`config.mk`:
```
export PLATFORM = sky130hd
export DESIGN_NAME = edge_stamp_unit
export DESIGN_NICKNAME = d
export VERILOG_FILES = /design/src/rtl/edge_stamp_pkg.sv /design/src/rtl/estamp_counter.sv /design/src/rtl/estamp_ctrl.sv /design/src/rtl/estamp_datapath.sv /design/src/rtl/edge_stamp_unit.sv
export SDC_FILE = /design/constraint.sdc
export NUM_CORES = 1
export LEC_CHECK = 0
export ABC_AREA = 1
export ABC_CLOCK_PERIOD_IN_PS = 4600
export BUFFER_PORTS_ARGS = -buffer_cell sky130_fd_sc_hd__buf_2
export CAP_MARGIN = 20
export CORE_ASPECT_RATIO = 2
export CORE_UTILIZATION = 40
export CTS_CLUSTER_DIAMETER = 60
export CTS_CLUSTER_SIZE = 14
export DETAILED_ROUTE_END_ITERATION = 6
export PLACE_DENSITY = 0.63
export SLEW_MARGIN = 0
export SYNTH_ARGS = -nofsm -noshare
export SYNTH_HDL_FRONTEND = slang
export SYNTH_SLANG_ARGS = --single-unit
```
`constraint.sdc`:
```
create_clock -name clk -period 4.6 [get_ports clk]
set_clock_uncertainty 0.2 [all_clocks]
set_input_delay 0.46 -clock clk [delete_from_list [all_inputs] [get_ports clk]]
set_output_delay 0.46 -clock clk [all_outputs]
set_load 0.05 [all_outputs]
```
`src/rtl/edge_stamp_pkg.sv`:
```
`timescale 1ns/1ps
package edge_stamp_pkg;
  // Strobes passed from control to datapath each clock
  typedef struct packed {
    logic tick;     // counters advance this clock
    logic rise;     // rising edge detected on synchronized input
    logic capture;  // snapshot request
    logic level;    // detected level, consistent with the counters
  } stampCtl_t;
endpackage

```
`src/rtl/estamp_counter.sv`:
```
`timescale 1ns/1ps
module estamp_counter #(
  parameter int CNT_W    = 16,
  parameter bit SATURATE = 1'b0
) (
  input  logic             clk,
  input  logic             rstN,
  input  logic             clear,
  input  logic             step,
  output logic [CNT_W-1:0] count,
  output logic             reachMax
);
  localparam logic [CNT_W-1:0] TOP_VAL  = '1;
  localparam logic [CNT_W-1:0] NEAR_TOP = TOP_VAL - 1'b1;

  logic [CNT_W-1:0] countNext;

  generate
    if (SATURATE) begin : g_sat
      always_comb countNext = (count == TOP_VAL) ? count : count + 1'b1;
    end else begin : g_wrap
      always_comb countNext = count + 1'b1;
    end
  endgenerate

  // high in the clock where the count is about to land on the top value
  assign reachMax = step && !clear && (count == NEAR_TOP);

  always_ff @(posedge clk or negedge rstN) begin
    if (!rstN)      count <= '0;
    else if (clear) count <= '0;
    else if (step)  count <= countNext;
  end
endmodule

```
`src/rtl/estamp_ctrl.sv`:
```
`timescale 1ns/1ps
module estamp_ctrl
  import edge_stamp_pkg::*;
#(
  parameter int TICK_DIV    = 4,
  parameter int SYNC_STAGES = 2
) (
  input  logic      clk,
  input  logic      rstN,
  input  logic      eventIn,
  input  logic      readStrobe,
  output stampCtl_t ctl,
  output logic      newFlag
);
  localparam int DIV_W = (TICK_DIV > 2) ? $clog2(TICK_DIV) : 1;
  localparam logic [DIV_W-1:0] DIV_LAST = DIV_W'(TICK_DIV - 1);

  logic [DIV_W-1:0]       divCnt;
  logic [SYNC_STAGES-1:0] syncPipe;
  logic                   detLevel;
  logic                   tickNow;
  logic                   riseNow;

  // tick divider
  assign tickNow = (divCnt == DIV_LAST);
  always_ff @(posedge clk or negedge rstN) begin
    if (!rstN)        divCnt <= '0;
    else if (tickNow) divCnt <= '0;
    else              divCnt <= divCnt + 1'b1;
  end

  // input synchronizer
  generate
    for (genvar s = 0; s < SYNC_STAGES; s++) begin : g_sync
      if (s == 0) begin : g_first
        always_ff @(posedge clk or negedge rstN) begin
          if (!rstN) syncPipe[0] <= 1'b0;
          else       syncPipe[0] <= eventIn;
        end
      end else begin : g_next
        always_ff @(posedge clk or negedge rstN) begin
          if (!rstN) syncPipe[s] <= 1'b0;
          else       syncPipe[s] <= syncPipe[s-1];
        end
      end
    end
  endgenerate

  // detected level updates in the same edge that clears the elapsed count
  assign riseNow = syncPipe[SYNC_STAGES-1] & ~detLevel;
  always_ff @(posedge clk or negedge rstN) begin
    if (!rstN) detLevel <= 1'b0;
    else       detLevel <= syncPipe[SYNC_STAGES-1];
  end

  // sticky edge flag; a new edge wins over a clear
  always_ff @(posedge clk or negedge rstN) begin
    if (!rstN)           newFlag <= 1'b0;
    else if (riseNow)    newFlag <= 1'b1;
    else if (readStrobe) newFlag <= 1'b0;
  end

  always_comb begin
    ctl.tick    = tickNow;
    ctl.rise    = riseNow;
    ctl.capture = readStrobe;
    ctl.level   = detLevel;
  end
endmodule

```
`src/rtl/estamp_datapath.sv`:
```
`timescale 1ns/1ps
module estamp_datapath
  import edge_stamp_pkg::*;
#(
  parameter int CNT_W = 16
) (
  input  logic             clk,
  input  logic             rstN,
  input  stampCtl_t        ctl,
  input  logic             echoInvert,
  output logic [CNT_W-1:0] refNow,
  output logic [CNT_W-1:0] elapsedNow,
  output logic [CNT_W-1:0] refSnap,
  output logic [CNT_W-1:0] elapsedSnap,
  output logic [CNT_W-1:0] stampOut,
  output logic             levelSnap,
  output logic             assertEvent,
  output logic             overrunFlag,
  output logic             echoOut
);
  logic refWrapUnused;
  logic elapsedFull;

  estamp_counter #(.CNT_W(CNT_W), .SATURATE(1'b0)) refCounter (
    .clk      (clk),
    .rstN     (rstN),
    .clear    (1'b0),
    .step     (ctl.tick),
    .count    (refNow),
    .reachMax (refWrapUnused)
  );

  estamp_counter #(.CNT_W(CNT_W), .SATURATE(1'b1)) elapsedCounter (
    .clk      (clk),
    .rstN     (rstN),
    .clear    (ctl.rise),
    .step     (ctl.tick),
    .count    (elapsedNow),
    .reachMax (elapsedFull)
  );

  // overrun: set when the elapsed count lands on its ceiling
  always_ff @(posedge clk or negedge rstN) begin
    if (!rstN)            overrunFlag <= 1'b0;
    else if (elapsedFull) overrunFlag <= 1'b1;
    else if (ctl.capture) overrunFlag <= 1'b0;
  end

  // single-clock snapshot of level and both counts
  always_ff @(posedge clk or negedge rstN) begin
    if (!rstN) begin
      refSnap     <= '0;
      elapsedSnap <= '0;
      stampOut    <= '0;
      levelSnap   <= 1'b0;
      assertEvent <= 1'b0;
    end else if (ctl.capture) begin
      refSnap     <= refNow;
      elapsedSnap <= elapsedNow;
      stampOut    <= refNow - elapsedNow;
      levelSnap   <= ctl.level;
      assertEvent <= ctl.level & ~levelSnap;
    end
  end

  assign echoOut = levelSnap ^ echoInvert;
endmodule

```
`src/rtl/edge_stamp_unit.sv`:
```
`timescale 1ns/1ps
module edge_stamp_unit
  import edge_stamp_pkg::*;
#(
  parameter int CNT_W       = 16,
  parameter int TICK_DIV    = 4,
  parameter int SYNC_STAGES = 2
) (
  input  logic             clk,
  input  logic             rstN,
  input  logic             eventIn,
  input  logic             readStrobe,
  input  logic             echoInvert,
  output logic [CNT_W-1:0] refSnap,
  output logic [CNT_W-1:0] elapsedSnap,
  output logic [CNT_W-1:0] stampOut,
  output logic             levelSnap,
  output logic             assertEvent,
  output logic             newFlag,
  output logic             overrunFlag,
  output logic             echoOut
);
  stampCtl_t        ctl;
  logic [CNT_W-1:0] refNow;
  logic [CNT_W-1:0] elapsedNow;

  estamp_ctrl #(.TICK_DIV(TICK_DIV), .SYNC_STAGES(SYNC_STAGES)) ctrl (
    .clk        (clk),
    .rstN       (rstN),
    .eventIn    (eventIn),
    .readStrobe (readStrobe),
    .ctl        (ctl),
    .newFlag    (newFlag)
  );

  estamp_datapath #(.CNT_W(CNT_W)) datapath (
    .clk         (clk),
    .rstN        (rstN),
    .ctl         (ctl),
    .echoInvert  (echoInvert),
    .refNow      (refNow),
    .elapsedNow  (elapsedNow),
    .refSnap     (refSnap),
    .elapsedSnap (elapsedSnap),
    .stampOut    (stampOut),
    .levelSnap   (levelSnap),
    .assertEvent (assertEvent),
    .overrunFlag (overrunFlag),
    .echoOut     (echoOut)
  );
endmodule

```
# After elaboration in Yosys (flattened, before gate mapping)
# Index checks and enable logic that the tools add are counted.
# word_totals
ff_bits	89
output_inout_bits	53
wordCells	40
# classes
add_sub_neg	4
eq_ne	4
n_mux	7
bitwise	5
n_reduce_logical	7
# op_table
operator	n
$mux W16	3
$add A16 B1 Y16 const B	2
$eq A16 B16 Y1 const B	2
$sub A16 B16 Y16	1
$reduce_bool A2 Y1	3
$mux W1	3
$add A2 B1 Y2 const B	1
$and A1 B1 Y1	2
$eq A2 B2 Y1 const B	1
$logic_and A1 B1 Y1	2
$mux W2	1
$ne A2 B2 Y1 const B	1
$not A1 Y1	2
$reduce_and A2 Y1	1
$logic_not A1 Y1	1
$xor A1 B1 Y1	1

# Depth between registers and ports, before layout
# depth
word_depth	6
mapped_depth	13
mapped_depth_nobuf	13

# By module
# From an unflattened synthesis, not the netlist that was laid out.
# hier_totals
cells_unflattened	695
hier_area_um2	5086.1
# by_module_without_submodules
mod	n_inst	cells_each	area_each_um2	seq_area_each_um2
estamp_datapath	1	393	2851.5	1276.2
estamp_counter (datapath.elapsedCounter)	1	158	1081.0	400.4
estamp_counter (datapath.refCounter)	1	126	932.1	400.4
estamp_ctrl	1	18	221.5	150.1

# Worst setup path after synthesis
# No wires, ideal clock.
# synth_path
path_kind	register to output
startpoint	register datapath.levelSnap
endpoint	output port echoOut
arrival_time_ns	1.463
required_time_ns	3.940
path_slack_ns	2.477
stages_incl_launch_ff	2
path_buffers	0
path_cell_list	dfrtp_1 > xor2_1
# synth_between
elab_chain_len	1
# synth_lines
element	line	source
from (decl)	estamp_datapath.sv:16	output logic levelSnap,
from (signal assigned)	estamp_datapath.sv:61	levelSnap <= ctl.level;
$xor A1 B1 Y1	estamp_datapath.sv:66	assign echoOut = levelSnap ^ echoInvert;
to (decl)	edge_stamp_unit.sv:21	output logic echoOut
# Every way passes these cells.

# Worst setup path in the final report
# layout_path
startpoint	register datapath.refCounter.count[0]
endpoint	register datapath.stampOut[12]
# layout_between
elab_chain_len	1
# layout_lines
element	line	source
from (decl)	estamp_counter.sv:10	output logic [CNT_W-1:0] count,
from (signal assigned)	estamp_counter.sv:32	else if (step) count <= countNext;
$sub A16 B16 Y16	estamp_datapath.sv:60	stampOut <= refNow - elapsedNow;
to (signal assigned)	estamp_datapath.sv:60	
to (decl)	estamp_datapath.sv:15	output logic [CNT_W-1:0] stampOut,
# Every way passes these cells.
# A chain may end at the register's enable or synchronous reset.

==> impl_metrics.json <==
{
  "antenna_found_initial": 0,
  "netSwitchingPower_mw": 0.417,
  "row_count": 56,
  "grt_pass1_wl_um": 20200,
  "cts.repair.resized": 0,
  "p_leak_nw": 2.95,
  "drt-initial-drc-count": 287,
  "syn_inst": 597,
  "cts.hold.buffers_added": 1,
  "dr.pass1.iters": 4,
  "cts_tree": "built",
  "cp_data_arrival_time_ns": 2.22,
  "crit_required_ns": 4.63,
  "ant_nets": 0,
  "die-area_um2": 12400,
  "critPathMaxFanout": 4,
  "end_kind": "flop",
  "nets": 679,
  "drc_errors": 0,
  "n_antenna_cell": 0,
  "track_usage_pct": 21.6,
  "final_cell_mix": "nand2_1 (201), dfrtp_1 (89), inv_1 (80), buf_2 (56), o21ai_0 (44)",
  "clk_latency_ns": 0.34,
  "synth_top_flop_cell": "dfrtp_1",
  "synth-edff-count": 0,
  "whs_ns": 0.0235,
  "ys_types": 33,
  "start_util_pct": 41.0,
  "syn_to_final_growth_pct": 14.9,
  "p_comb_share_pct": 7.7,
  "cts_max_path_buffers": 2,
  "place_hpwl_um": 9420,
  "cts_max_level": 3,
  "p_clk_share_pct": 43.5,
  "vdd_drop_max_uv": 185,
  "io-pin-count": 58,
  "finalWirelength_um": 12200,
  "cts_root_buffer": "clkbuf_16",
  "synth_nets": 622,
  "hold_violations": 0,
  "drt-wirelength-per-cell_um": 15.2,
  "worst_pin_slew_ns": 0.761,
  "p_sw_share_pct": 25.1,
  "overflow": 0,
  "rsz0062_at_grt": "false",
  "ys_seq_area_share_pct": 46.8,
  "criticalPathCategory": "reg -> reg",
  "cts_sinks": 89,
  "avgSynthCellArea_um2": 7.98,
  "intPower_mw": 1.24,
  "final_common_cell": "nand2_1",
  "layout-drive-gt1-share_pct": 15.8,
  "timing.setup.tns_ns": 0,
  "clk_pin_slew_worst_paths_ns": 0.06,
  "die_w_um": 79.2,
  "powerDensity_nw_per_um2": 303,
  "viasPerCell": 5.05,
  "setup_violations": 0,
  "ys_warn_count": 0,
  "post_cts_buffers": 0,
  "cts_buffers": 9,
  "via_count": 4057,
  "seqPwrFrac_pct": 48.8,
  "async_reset_ff_share_pct": 100,
  "grt_max_degree": 73,
  "max_freq_mhz": 457,
  "drv_cap": 0,
  "worstHoldPathType": "in -> reg",
  "min_period_over_period_pct": 47.5,
  "max_slew_margin_pct": 49.2,
  "synth_seq_cells": 89,
  "start_kind": "flop",
  "gp_congestion": 0.900,
  "numPortBuffers": 57,
  "core_area_um2": 11600,
  "grt_pass1_vias": 4048,
  "die_h_um": 156,
  "outcome": "finished, final reports clean",
  "synth_area_um2": 4760,
  "drv_slew": 0,
  "layout_min_cycle_time_ns": 2.19
}
routing by layer:
layer	wire length, um	track usage, %	vias to the layer above
met1	4490	22.6	1950
met3	285	3.15	26
met5	0	0	-
met4	469	10.9	0
met2	6980	40.7	78
li1	-	-	2003
flip-flops by register name (all words and copies together) (netlist names):
register,cells
datapath.levelSnap,1
ctrl.newFlag,1
datapath.elapsedCounter.count,16
datapath.assertEvent,1
ctrl.syncPipe,2
datapath.stampOut,16
ctrl.divCnt,2
datapath.refSnap,16
ctrl.detLevel,1
datapath.elapsedSnap,16
datapath.refCounter.count,16
datapath.overrunFlag,1
worst max-delay path, stage by stage, from the launching register on:
cell     delay, ns
dfrtp_1       0.39
inv_1         0.12
ha_1          0.22
fa_1          0.36
inv_1         0.12
nand3_1       0.08
nand3_1       0.17
nand3_1       0.13
nand3_1       0.09
nand2_1       0.05
nand3_1       0.07
nand2_1       0.06
cells in the mapped netlist (2+ instances only):
library cell / number / area [um2]
nand2_1: 201 / 754
buf_6: 2 / 22.5
nor3_2: 2 / 20.0
o21ai_0: 44 / 220
xnor2_1: 4 / 35.0
xor2_1: 17 / 149
nand4_1: 16 / 100
nand2_2: 3 / 18.8
nand3_1: 32 / 160
nand3b_1: 3 / 22.5
a21oi_1: 10 / 50.1
nor2_1: 25 / 93.8
nor2_4: 2 / 22.5
dfrtp_1: 89 / 2230
inv_1: 80 / 300
ha_1: 19 / 238
clkbuf_1: 10 / 37.5
nor3_4: 2 / 32.5
nor2_2: 7 / 43.8
nor3_1: 6 / 30.0
o21ai_2: 10 / 87.6
o21ai_1: 2 / 10.0
area by class of cell:
class	instances	area [um2]
fill	1217	6160
sequential	89	2230
multi-input combinational	412	2150
timing repair buffer	60	313
inverter	82	310
clock buffer	10	229
tap	145	181
clock inverter	5	57.6
power by group through the flow:
| stage | clock network (mW) | registers (mW) | logic (mW) |
|---|---|---|---|
| floorplan | 0 | 0.864 | 0.0430 |
| global placement | 0 | 0.823 | 0.128 |
| detailed placement | 0 | 0.824 | 0.130 |
| CTS | 0.732 | 0.809 | 0.131 |
| global route | 0.759 | 0.811 | 0.143 |
| finish | 0.720 | 0.809 | 0.128 |
worst paths after layout:
kind	start	cells after the start	end	slack (ns)
worst min register to register	ctrl.syncPipe[0]	0	ctrl.syncPipe[1]	0.16
max in group asynchronous	rstN	3	datapath.refCounter.count[6]	2.74
min in group asynchronous	rstN	2	datapath.elapsedCounter.count[9]	0.47
worst max register to register	datapath.refCounter.count[0]	11	datapath.stampOut[12]	2.41
worst max-delay path	datapath.refCounter.count[0]	11	datapath.stampOut[12]	2.41
worst min-delay path	eventIn	1	ctrl.syncPipe[0]	0.02
per-stage QoR:
step                worst slack [ns]  cell area (um2)  util [%]  instances  power, mW
floorplan                       2.48             4760         -        597      0.907
global placement                2.45             5170      44.5        787      0.950
detailed placement              2.43             5170      44.5        787      0.953
CTS                             2.41             5470      47.0        803       1.67
global route                    2.20             5470      47.0        803       1.71
finish                          2.41             5470      47.0        803       1.66
cell families (layout without fill, tap and decap cells):
| kind of cell | Yosys count | after routing | share of synthesized area (%) |
|---|---|---|---|
| compound gates | 69 | 69 | 8.20 |
| xor+xnor | 21 | 21 | 3.86 |
| fa+ha+maj | 20 | 20 | 5.41 |
| buf+inv | 96 | 157 | 8.04 |
| flops | 89 | 89 | 46.8 |
| simple gates | 302 | 302 | 27.7 |
No activity file was read; power rests on OpenSTA's default activity.
